[config.mk]
export PLATFORM = sky130hd
export DESIGN_NAME = dacrx_top
export DESIGN_NICKNAME = d
export VERILOG_FILES = /design/src/rtl/dacrx_pkg.sv /design/src/rtl/dacrx_sync.sv /design/src/rtl/dacrx_frame.sv /design/src/rtl/dacrx_regs.sv /design/src/rtl/dacrx_top.sv
export SDC_FILE = /design/constraint.sdc
export NUM_CORES = 1
export LEC_CHECK = 0
export BUFFER_PORTS_ARGS = -buffer_cell sky130_fd_sc_hd__buf_2
export CAP_MARGIN = 20
export CORE_AREA = 5 5 94 96
export DETAILED_ROUTE_END_ITERATION = 12
export DIE_AREA = 0 0 99 101
export RECOVER_POWER = 50
export SETUP_SLACK_MARGIN = 0.1
export SLEW_MARGIN = 15
export SYNTH_ARGS = -nofsm -noshare
export SYNTH_HDL_FRONTEND = slang
export SYNTH_SLANG_ARGS = --single-unit
[constraint.sdc]
create_clock -name clk -period 1.75 [get_ports clk]
set_input_delay 0.0875 -clock clk [delete_from_list [all_inputs] [get_ports clk]]
set_output_delay 0.0875 -clock clk [all_outputs]
set_load 0.02 [all_outputs]
[src/rtl/dacrx_pkg.sv]
package dacrx_pkg;
    // Control bits above the data code: address, ignored, shutdown, reserved
    localparam int CTRL_BITS = 4;

    typedef enum logic [1:0] {
        RX_DONE  = 2'd0,
        RX_IDLE  = 2'd1,
        RX_SHIFT = 2'd2
    } rx_state_e;
endpackage

[src/rtl/dacrx_sync.sv]
module dacrx_sync #(
    parameter int N = 3,
    parameter int STAGES = 2,
    parameter logic [N-1:0] RST_VAL = '0
) (
    input  logic         clk,
    input  logic         rst_n,
    input  logic [N-1:0] d,
    output logic [N-1:0] q
);
    logic [N-1:0] pipe [STAGES];

    for (genvar s = 0; s < STAGES; s++) begin : g_stage
        if (s == 0) begin : g_first
            always_ff @(posedge clk or negedge rst_n) begin
                if (!rst_n) pipe[s] <= RST_VAL;
                else        pipe[s] <= d;
            end
        end else begin : g_next
            always_ff @(posedge clk or negedge rst_n) begin
                if (!rst_n) pipe[s] <= RST_VAL;
                else        pipe[s] <= pipe[s-1];
            end
        end
    end

    assign q = pipe[STAGES-1];
endmodule

[src/rtl/dacrx_frame.sv]
module dacrx_frame
    import dacrx_pkg::*;
#(
    parameter int FRAME_W = 16
) (
    input  logic               clk,
    input  logic               rst_n,
    input  logic               sclk_s,
    input  logic               sdi_s,
    input  logic               csn_s,
    output logic               commit,
    output logic [FRAME_W-1:0] word
);
    localparam int CNT_W = $clog2(FRAME_W + 1);

    rx_state_e        st, st_nx;
    logic             sclk_q;
    logic             rise;
    logic             last;
    logic [CNT_W-1:0] cnt;

    assign rise = sclk_s & ~sclk_q;
    assign last = (cnt == CNT_W'(FRAME_W - 1));

    always_comb begin
        st_nx = st;
        unique case (st)
            RX_DONE:  if (csn_s) st_nx = RX_IDLE;          // rearm
            RX_IDLE:  if (!csn_s) st_nx = RX_SHIFT;        // start
            RX_SHIFT: begin
                if (csn_s)             st_nx = RX_IDLE;    // abort
                else if (rise && last) st_nx = RX_DONE;    // commit
            end
            default:  st_nx = RX_DONE;
        endcase
    end

    always_ff @(posedge clk or negedge rst_n) begin
        if (!rst_n) st <= RX_DONE;
        else        st <= st_nx;
    end

    always_ff @(posedge clk or negedge rst_n) begin
        if (!rst_n) begin
            sclk_q <= 1'b0;
            cnt    <= '0;
            word   <= '0;
            commit <= 1'b0;
        end else begin
            sclk_q <= sclk_s;
            commit <= 1'b0;
            if (st == RX_IDLE) begin
                cnt <= '0;
            end else if (st == RX_SHIFT && !csn_s && rise) begin
                word   <= {word[FRAME_W-2:0], sdi_s};
                cnt    <= cnt + 1'b1;
                commit <= last;
            end
        end
    end


    commit_src_chk: assert property (@(posedge clk) disable iff (!rst_n)
        (st != RX_SHIFT) |=> !commit);

    abort_chk: assert property (@(posedge clk) disable iff (!rst_n)
        (st == RX_SHIFT && csn_s) |=> (st == RX_IDLE && !commit));

    commit_done_chk: assert property (@(posedge clk) disable iff (!rst_n)
        commit |-> (st == RX_DONE));
endmodule

[src/rtl/dacrx_regs.sv]
module dacrx_regs #(
    parameter int DATA_W = 12,
    parameter int FRAME_W = 16
) (
    input  logic               clk,
    input  logic               rst_n,
    input  logic               commit,
    input  logic [FRAME_W-1:0] word,
    output logic [DATA_W-1:0]  code_a,
    output logic [DATA_W-1:0]  code_b,
    output logic               upd_a,
    output logic               upd_b,
    output logic               shutdown,
    output logic               frame_err
);
    localparam int ADDR_BIT = FRAME_W - 1;
    localparam int DC_BIT   = FRAME_W - 2;
    localparam int SD_BIT   = FRAME_W - 3;
    localparam int RSV_BIT  = FRAME_W - 4;

    logic sd_addr;
    logic unused_dc;
    assign unused_dc = word[DC_BIT];

    always_ff @(posedge clk or negedge rst_n) begin
        if (!rst_n) begin
            code_a    <= '0;
            code_b    <= '0;
            upd_a     <= 1'b0;
            upd_b     <= 1'b0;
            shutdown  <= 1'b0;
            sd_addr   <= 1'b0;
            frame_err <= 1'b0;
        end else begin
            upd_a <= 1'b0;
            upd_b <= 1'b0;
            if (commit) begin
                frame_err <= word[RSV_BIT];
                if (!word[RSV_BIT]) begin
                    if (word[SD_BIT]) begin
                        shutdown <= 1'b1;
                        sd_addr  <= word[ADDR_BIT];
                    end else begin
                        if (word[ADDR_BIT]) begin
                            code_b <= word[DATA_W-1:0];
                            upd_b  <= 1'b1;
                        end else begin
                            code_a <= word[DATA_W-1:0];
                            upd_a  <= 1'b1;
                        end
                        if (word[ADDR_BIT] == sd_addr) shutdown <= 1'b0;
                    end
                end
            end
        end
    end


    one_strobe_chk: assert property (@(posedge clk) disable iff (!rst_n)
        $onehot0({upd_a, upd_b}));

    hold_a_chk: assert property (@(posedge clk) disable iff (!rst_n)
        !upd_a |-> $stable(code_a));

    hold_b_chk: assert property (@(posedge clk) disable iff (!rst_n)
        !upd_b |-> $stable(code_b));

    err_quiet_chk: assert property (@(posedge clk) disable iff (!rst_n)
        frame_err |-> (!upd_a && !upd_b));

    sd_entry_chk: assert property (@(posedge clk) disable iff (!rst_n)
        $rose(shutdown) |-> (!upd_a && !upd_b));

    sd_exit_chk: assert property (@(posedge clk) disable iff (!rst_n)
        $fell(shutdown) |-> (upd_a || upd_b));
endmodule

[src/rtl/dacrx_top.sv]
module dacrx_top #(
    parameter int DATA_W = 12,
    parameter int SYNC_STAGES = 2
) (
    input  logic              clk,
    input  logic              rst_n,
    input  logic              sclk,
    input  logic              sdi,
    input  logic              cs_n,
    output logic [DATA_W-1:0] code_a,
    output logic [DATA_W-1:0] code_b,
    output logic              upd_a,
    output logic              upd_b,
    output logic              shutdown,
    output logic              frame_err
);
    localparam int FRAME_W = DATA_W + dacrx_pkg::CTRL_BITS;

    logic [2:0]         synced;
    logic               commit;
    logic [FRAME_W-1:0] word;

    dacrx_sync #(.N(3), .STAGES(SYNC_STAGES), .RST_VAL(3'b100)) u_sync (
        .clk   (clk),
        .rst_n (rst_n),
        .d     ({cs_n, sdi, sclk}),
        .q     (synced)
    );

    dacrx_frame #(.FRAME_W(FRAME_W)) u_frame (
        .clk    (clk),
        .rst_n  (rst_n),
        .sclk_s (synced[0]),
        .sdi_s  (synced[1]),
        .csn_s  (synced[2]),
        .commit (commit),
        .word   (word)
    );

    dacrx_regs #(.DATA_W(DATA_W), .FRAME_W(FRAME_W)) u_regs (
        .clk       (clk),
        .rst_n     (rst_n),
        .commit    (commit),
        .word      (word),
        .code_a    (code_a),
        .code_b    (code_b),
        .upd_a     (upd_a),
        .upd_b     (upd_b),
        .shutdown  (shutdown),
        .frame_err (frame_err)
    );
endmodule

==> impl_metrics.ini, run 1 <==
[routing]
wl_met3_um = 152
dr.pass1.iters = 4
via_per_inst = 4.29
ant_nets = 0
routedWlPerCell_um = 13.2
routed_wl_um = 3990
drtIter0Drc = 69
wl_met2_um = 1900
drc = 0
vias = 1297
drt-met1-wl_um = 1890
maxUsedRoutingLayer = met4

[timing]
grt_setup_unrepaired = no
max_freq_mhz = 681
worst-slew-pin-transition_ns = 0.696
setup_tns_ns = 0
slew_headroom_pct = 53.6
period_needed_ns = 1.47
drv_slew = 0
clock_skew_ns = 0.00686
finalCritPeriodShare_pct = 84.0
hold_violations = 0
setup_violations = 0

[grt]
grt.total_usage_pct = 8.93
grt_pass1_vias = 1364
grt-ovfl-total = 0
grt_max_degree = 52
grt_antenna_before_repair = 0
grt_pass1_wl_um = 6810

[die]
die_h_um = 101
ios = 33
core_mm2 = 0.00797
chipWidth_um = 99
start_util_pct = 28.7
num_rows = 33
fp.dieArea_mm2 = 0.0100

[placement]
hpwlAfterDp_um = 2700
io_buffers = 32
gp_congestion = 0.695

[final_layout]
layout_common_cells = dfrtp_1 (58), mux2_2 (42), buf_2 (26)
layout.nets = 199
layout_commonest_cell = dfrtp_1
syn2layout_area_growth_pct = 23.4
utilization_pct = 35.4
fill_cells = 772
drive_gt1_share_pct = 47.7
diodes = 0
multi_input_area_um2 = 744
final-seq-area_mm2 = 0.00150

[pwr]
max-vdd-ir-drop_uv = 387
leakage_uw = 0.00141
p_per_area_mw_per_mm2 = 953
power.total_uw = 2690

[worst_setup_path]
slowest_delay_ns = 0.41
cp.arrival_ns = 1.69
r2r_start = u_frame.word[12]
end_kind = flip-flop
worst_setup_path_start_kind = flip-flop
crit_buf_inv = 1
reg2reg_slack_ns = 0.28
critPathKind = flip-flop to flip-flop
crit_family = flip-flops
cp-startpoint = u_frame.word[12]
required_ns = 1.97
path_cells = nand2b_4 > nor3b_4 > buf_4 > mux2_2
path_max_fanout = 13
cp_slowest_cell = dfrtp_1

[run_status]
status = finished, final reports clean

[synth]
synthCells = 144
ys_ff_latch = 60
yosysWarnings = 0
yosysTopAreaCell = dfrtp_1
yosysUniqueCellTypes = 26
netlist_top_cells_area = dfrtp_1 (63%), mux2_2 (21%), dfstp_2 (2.3%)
synth.cell_area_mm2 = 0.00229
avgSynthCellArea_um2 = 15.9
syn-num-nets = 151
synth-seq-area-share_pct = 65.8
yosysTopAreaCellShare_pct = 63.5

[clock_tree]
path_clk_slew_ns = 0.07
cts_tree = done
cts_setup_buffers = 0
cts.sinks = 60
clk_path_buf_depth = 2
ctsRootBufferMaster = clkbuf_8
clock_tree.htree_level_count = 3
numCtsBuffers = 9
clk_latency_ns = 0.33

[hold_path]
hold_path_class = input port to async pin

[run]
cap_viol_max_count = 0
==> flip-flops by register name, indices dropped and copies added, names as in the netlist, 2 cells and up <==
name           count
u_frame.word      16
u_frame.st         2
u_frame.cnt        5
u_regs.code_b     12
u_regs.code_a     12
u_sync.pipe        3
u_sync.q           3
==> logic make-up after synthesis <==
logic type / count (synthesis) / synth area share, %
muxes: 46 / 22.4
AOI/OAI and AO/OA: 4 / 0.985
DFF: 60 / 65.8
buffers and inverters: 6 / 1.81
xor gates and xnor gates: 1 / 0.383
adders and majority gates: 2 / 1.09
and+or+nand+nor: 25 / 7.55
==> layout make-up <==
type,instances,area share (%)
timing repair buffer,41,8.60
clock buffer,10,4.52
inverter,2,0.266
multi-input combinational,78,26.4
clock inverter,6,2.30
sequential,60,53.3
tap,105,4.65
==> path summary, 6_finish.rpt <==
kind,end,depth (start not counted)
max,u_regs.code_b[6],4
min,u_sync.pipe[3],2
max reg2reg,u_regs.code_b[6],4
min reg2reg,u_sync.q[2],0
max in group asynchronous,u_regs.upd_a,3
min in group clk,u_sync.q[2],0
==> Yosys cell counts (all sizes together) <==
library cell,count
o21ai,2
nor3,2
nand3,2
nand2,6
nand2b,2
dfrtp,58
o211ai,1
nor2,3
dfstp,2
and2,2
and3,1
nand4bb,1
mux2i,4
nand3b,3
mux2,42
ha,2
inv,2
nor4bb,1
nor2b,1
a21oi,1
xor2,1
nor3b,1
buf,4
==> through the flow <==
stage,hold WS (ns),worst slack [ns],area (µm²),instances
6_report,0.238,0.281,2820,302
5_1_grt,0.275,0.128,2820,302
4_1_cts,0.149,0.267,2840,302
3_5_place_dp,-0.0317,0.265,2610,282
3_3_place_gp,-0.0324,0.288,2610,282
2_1_floorplan,-0.208,0.329,2290,144
==> power breakdown <==
part / internal (µW) / total (µW) / switching, µW / leakage, µW
sequential: 1410 / 1430 / 20.6 / 0.000816
combinational: 26.7 / 65.6 / 38.9 / 0.000499
clock: 657 / 1190 / 534 / 0.0000962
total: 2090 / 2690 / 594 / 0.00141
==> timing repair <==
action,in CTS,in global routing
resized for setup,0,0
hold endpoints to repair,63,0
hold buffers,4,0
==> metal layers <==
metal	vias up	track usage [%]
met1	657	10.9
met5	-	0
met4	0	5.04
met2	26	13.1
li1	610	-
met3	4	3.94
(Power assumes the default switching activity.)
==> inputs of run 2 (changes only) <==
clock period = 1.3 ns   (was 1.75 ns; I/O delays follow)
==> run 2 against run 1 <==
Compared with the run above:
- routed wire length rose by 18%
- utilization increased by 6.1 points
- critical endpoint is now u_frame.word[9]
- final cell count is 5.3% higher
- critical path depth up 1
- largest cell class unchanged
- sequential share of layout area fell by 7.8 points
- the run now ends with setup timing left
==> impl_metrics.ini, run 2 (synthesis gave the netlist of run 1 again) <==
[run_status]
status = finished with violations
violations = setup timing

[die]
ios = 33
core_mm2 = 0.00797
fp.dieArea_mm2 = 0.0100
start_util_pct = 28.7
die_h_um = 101
chipWidth_um = 99
num_rows = 33

[final_layout]
layout_commonest_cell = dfrtp_1
syn2layout_area_growth_pct = 44.7
top_regs = u_frame.word x16, u_regs.code_a x12, u_regs.code_b x12
multi_input_area_um2 = 958
drive_gt1_share_pct = 57.3
diodes = 0
largest_register_ffs = 16
final_area_mm2 = 0.00331
regMostFlops = u_frame.word
layout_common_cells = dfrtp_1 (57), mux2_4 (41), buf_2 (31)
fin_cells = 318
final-seq-area_mm2 = 0.00151
fill_cells = 725
layout.nets = 216

[routing]
routed_wl_um = 4720
via_per_inst = 4.30
drt-met1-wl_um = 2190
ant_nets = 0
vias = 1366
wl_met2_um = 2260
drc = 0
dr.pass1.iters = 3
maxUsedRoutingLayer = met4
drtIter0Drc = 24
routedWlPerCell_um = 14.8
wl_met3_um = 209

[worst_setup_path]
crit_family = simple AND/OR/NAND/NOR gates
end_kind = flip-flop
path_max_fanout = 8
worst_setup_path_start_kind = flip-flop
crit_buf_inv = 2
critPathKind = flip-flop to flip-flop
required_ns = 1.51
r2r_end = u_frame.word[9]
path_cells = nand4bb_4 > nor2_4 > buf_12 > buf_16 > mux2_4
cp_slowest_cell = dfrtp_1
reg2reg_slack_ns = -0.16
r2r_start = u_frame.sclk_q
r2r_cells = 5
slowest_delay_ns = 0.38
cp.arrival_ns = 1.67

[grt]
grt_pass1_vias = 1488
grt_max_degree = 49
grt.total_usage_pct = 10.0
grt-ovfl-total = 0
grt_pass1_wl_um = 7650
grt_antenna_before_repair = 0

[pwr]
max-vdd-ir-drop_uv = 712
power.total_uw = 4080
leakage_uw = 0.00162
p_per_area_mw_per_mm2 = 1230

[timing]
setup_violations = 40
holdWs_ns = 0.343
hold_violations = 0
finalCritPeriodShare_pct = 112
max_freq_mhz = 687
period_needed_ns = 1.46
drv_slew = 0
clock_skew_ns = 0.00812
worst-slew-pin-transition_ns = 0.802
slew_headroom_pct = 46.5
setup_slack_ns = -0.157
setup_tns_ns = -3.51
grt_setup_unrepaired = yes

[clock_tree]
cts.sinks = 60
cts_tree = done
clk_path_buf_depth = 2
clock_tree.htree_level_count = 3
path_clk_slew_ns = 0.07
clk_latency_ns = 0.33
ctsRootBufferMaster = clkbuf_8
numCtsBuffers = 9

[placement]
dp_cells = 292
io_buffers = 32
hpwlAfterDp_um = 2850
placed_area_mm2 = 0.00278
gp_congestion = 0.696

[hold_path]
hold_path_class = input port to async pin

[run]
cap_viol_max_count = 0
[run 2: cell type report]
type,instances,share of cell area (%)
Tap cell,105,3.97
Sequential cell,60,45.5
Clock inverter,5,3.02
Inverter,2,0.227
Timing Repair Buffer,58,14.2
Multi-Input combinational cell,78,28.9
Clock buffer,10,4.16
[run 2: per-stage QoR]
step	worst slack, ns	utilization (%)
after floorplan	-0.102	-
after CTS	-0.141	41.0
final	-0.157	41.5
after detailed placement	-0.153	34.9
after global placement	-0.106	34.9
after global routing	-0.214	41.5
[run 2: how the worst max path moves through the flow]
stage,from,endpoint,depth (start not counted)
after detailed placement,u_frame.st[0],u_frame.word[6],4
final,u_frame.sclk_q,u_frame.word[9],5
after global placement,u_frame.st[0],u_frame.word[6],4
after global routing,u_frame.sclk_q,u_frame.word[11],5
after CTS,u_frame.sclk_q,u_frame.word[9],5
after floorplan,u_frame.word[12],u_regs.code_b[0],4
[run 2: repair_timing]
item,in CTS,in global routing
pin swaps,3,2
buffers inserted,4,1
setup endpoints to repair,47,48
gates resized for setup,25,10
gates cloned,2,0
hold endpoints to repair,63,0
hold buffers,4,0
[run 2: power breakdown]
part           switching (µW)  leakage (µW)  internal, µW
sequential               30.3      0.000814          1900
combinational            69.8      0.000683          71.6
clock                     697      0.000122          1310
[run 2: routing by layer]
layer  track usage (%)  vias to the layer above
met5                 0                        -
met4              3.15                        0
met3              4.08                        9
met2              15.1                       27
met1              13.1                      700
li1                  -                      630
==> inputs of run 3 (changes only) <==
CORE_AREA = 5 5 95 97   (was 5 5 94 96)
CTS_BUF_LIST = sky130_fd_sc_hd__clkbuf_4   (was default)
DIE_AREA = 0 0 100 102   (was 0 0 99 101)
HOLD_SLACK_MARGIN = 0.08   (was default)
SYNTH_HIERARCHICAL = 1   (was default)
==> run 3 against run 2 <==
Compared with the run above:
- the flow still finishes with violations (setup timing)
- utilization decreased by 2.2 points
- hold slack got worse by 0.068 ns
- fmax increased by 1.9%
- final cell count increased by 0.63%
- global-route usage about the same
- total power decreased by 16%
- count of clock-buffer cells in the layout decreased by 1
- largest power group is now sequential cells
- highest routed layer unchanged
==> impl_metrics.ini, run 3 <==
[final_layout]
diodes = 0
top_regs = u_frame/word x16, u_regs/code_a x12, u_regs/code_b x12
layout_common_cells = dfrtp_1 (58), buf_2 (31), mux2_4 (25)
layout.nets = 217
largest_register_ffs = 16
syn2layout_area_growth_pct = 36.1
final_area_mm2 = 0.00317
fin_cells = 320
layout_commonest_cell = dfrtp_1
utilization_pct = 39.4
regMostFlops = u_frame/word
drive_gt1_share_pct = 60.5

[die]
fp.dieArea_mm2 = 0.0102
die_h_um = 102
ios = 33
chipWidth_um = 100
start_util_pct = 28.9
num_rows = 33
core_mm2 = 0.00805

[timing]
worst-slew-pin-transition_ns = 0.657
clock_skew_ns = 0.0216
grt_setup_unrepaired = yes
setup_slack_ns = -0.129
setup_violations = 32
holdWs_ns = 0.275
max_freq_mhz = 700
finalCritPeriodShare_pct = 110
drv_slew = 0
slew_headroom_pct = 56.2
hold_violations = 0
period_needed_ns = 1.43

[synth]
async_reset_ff_share_pct = 100
synth_top_family_by_area = multiplexers
yosysTopAreaCellShare_pct = 62.3
synth_simple_gate_area_share_pct = 6.50
synthMuxAreaShare_pct = 23.6
synth.cell_area_mm2 = 0.00233
post-synth-top-count-cell = dfrtp_1
synth-adder-area-share_pct = 1.07
synth-edff-count = 0
yosysUniqueCellTypes = 24
avgSynthCellArea_um2 = 16.4
synth-seq-area-share_pct = 64.6
yosysTopAreaCell = dfrtp_1
netlist_top_cells_area = dfrtp_1 (62%), mux2_2 (17%), mux2_4 (4.5%)
synth_ff_type = dfrtp_1
synth-xor-area-share_pct = 0.376
syn-num-nets = 149
synth_compound_area_share_pct = 1.13
yosysWarnings = 6
ys_ff_latch = 60
ys_top_cells_by_count = dfrtp_1 (58), mux2_2 (35), mux2_4 (7)
synthCells = 142

[pwr]
p_seq_share_pct = 56.2
p_per_area_mw_per_mm2 = 1080
combPwrFrac_pct = 4.0
leakage_uw = 0.00164
power.internal_uw = 2560
max-vdd-ir-drop_uv = 436
power_frac_clock_pct = 39.8
power_switching_share_pct = 25.1
switching_power_uw = 858

[routing]
drc = 0
via_per_inst = 4.20
drtIter0Drc = 29
routedWlPerCell_um = 14.5
ant_nets = 0
dr.pass1.iters = 4
routed_wl_um = 4650
vias = 1343

[clock_tree]
cts_tree = done
clock_tree.htree_level_count = 3
path_clk_slew_ns = 0.12
clk_path_buf_depth = 2
cts.sinks = 60
numCtsBuffers = 9
ctsRootBufferMaster = clkbuf_4
clk_latency_ns = 0.41

[worst_setup_path]
critPathKind = flip-flop to flip-flop
path_max_fanout = 13
cp.arrival_ns = 1.73
worst_setup_path_start_kind = flip-flop
required_ns = 1.60
end_kind = flip-flop

[grt]
grt_pass1_vias = 1436
grt_antenna_before_repair = 0
grt_max_degree = 28
grt.total_usage_pct = 9.97
grt_pass1_wl_um = 7600
grt-ovfl-total = 0

[run_status]
status = finished with violations
violations = setup timing

[hold_path]
hold_path_class = input port to async pin

[placement]
dp_cells = 288
io_buffers = 32
placed_area_mm2 = 0.00280
hpwlAfterDp_um = 2850
gp_congestion = 0.673

[run]
cap_viol_max_count = 0
## run 3: cell types whose count changed after synthesis, moves of 2 or more
| cell | before | now |
|---|---|---|
| and3_1 | 1 | 3 |
| nor2_1 | 3 | 0 |
| mux2_4 | 0 | 7 |
| nand3b_1 | 3 | 1 |
| mux2_2 | 42 | 35 |
| and2_1 | 2 | 0 |
## run 3: final cells by class
type,count,area (µm²)
fillers,768,4880
flip-flops and latches,60,1500
multi-input cells,75,917
repair buffers,61,463
well taps,105,131
clock inverters,7,75.1
clock buffers,9,67.6
inverters,3,11.3
## run 3: path summary, 6_finish.rpt
kind	slack [ns]	cells past startpoint	start	to
min in group clk	0.29	2	sdi	u_sync/pipe[4]
max	-0.13	4	u_frame/word[12]	u_regs/code_b[0]
max reg2reg	-0.13	4	u_frame/word[12]	u_regs/code_b[0]
min reg2reg	0.36	0	u_sync/pipe[3]	u_sync/q[0]
min	0.28	2	rst_n	u_sync/pipe[5]
max in group asynchronous	0.20	3	rst_n	u_frame/cnt[1]
## run 3: cells by family (layout without fill, tap and decap cells)
kind of cell	after synthesis	in the layout
compound gates	4	4
simple gates	19	21
fa+ha+maj	2	2
buf+inv	9	80
xor+xnor	1	1
flops	60	60
mux	47	47
## run 3: worst max-delay path: stages (launching register included)
cell      delay, ns
dfrtp_1        0.40
nand2b_4       0.17
nor3b_4        0.23
buf_12         0.18
mux2_2         0.34
## run 3: metrics by stage
| stage | power, µW | setup TNS [ns] | setup WS [ns] |
|---|---|---|---|
| after floorplan | 2000 | -2.10 | -0.118 |
| after global placement | 2070 | -1.19 | -0.0591 |
| after detailed placement | 2070 | -2.42 | -0.125 |
| after CTS | 3460 | -2.54 | -0.121 |
| after global routing | 3570 | -3.74 | -0.155 |
| final | 3420 | -2.32 | -0.129 |
## run 3: power groups by stage
stage	Sequential [µW]	Combinational, µW	Clock (µW)
after global routing	1930	156	1480
after floorplan	1950	48.0	0
after global placement	1960	113	0
after detailed placement	1960	116	0
final	1920	137	1360
after CTS	1920	145	1390
## run 3: repair_timing
action                                  CTS  global route
gates resized for setup                  17            11
endpoints found under the hold margin    63             0
cloned                                    3             0
hold buffers                              5             0
setup buffers                             5             5
endpoints found under the setup margin   44            48
pin swaps                                 3             3
## run 3: metal layers
metal / wire length (µm) / global-route usage, % / vias up
met5: 0 / 0 / -
met4: 95 / 6.22 / 0
met3: 243 / 2.87 / 10
met2: 2200 / 15.1 / 32
met1: 2110 / 12.6 / 667
li1: - / - / 634
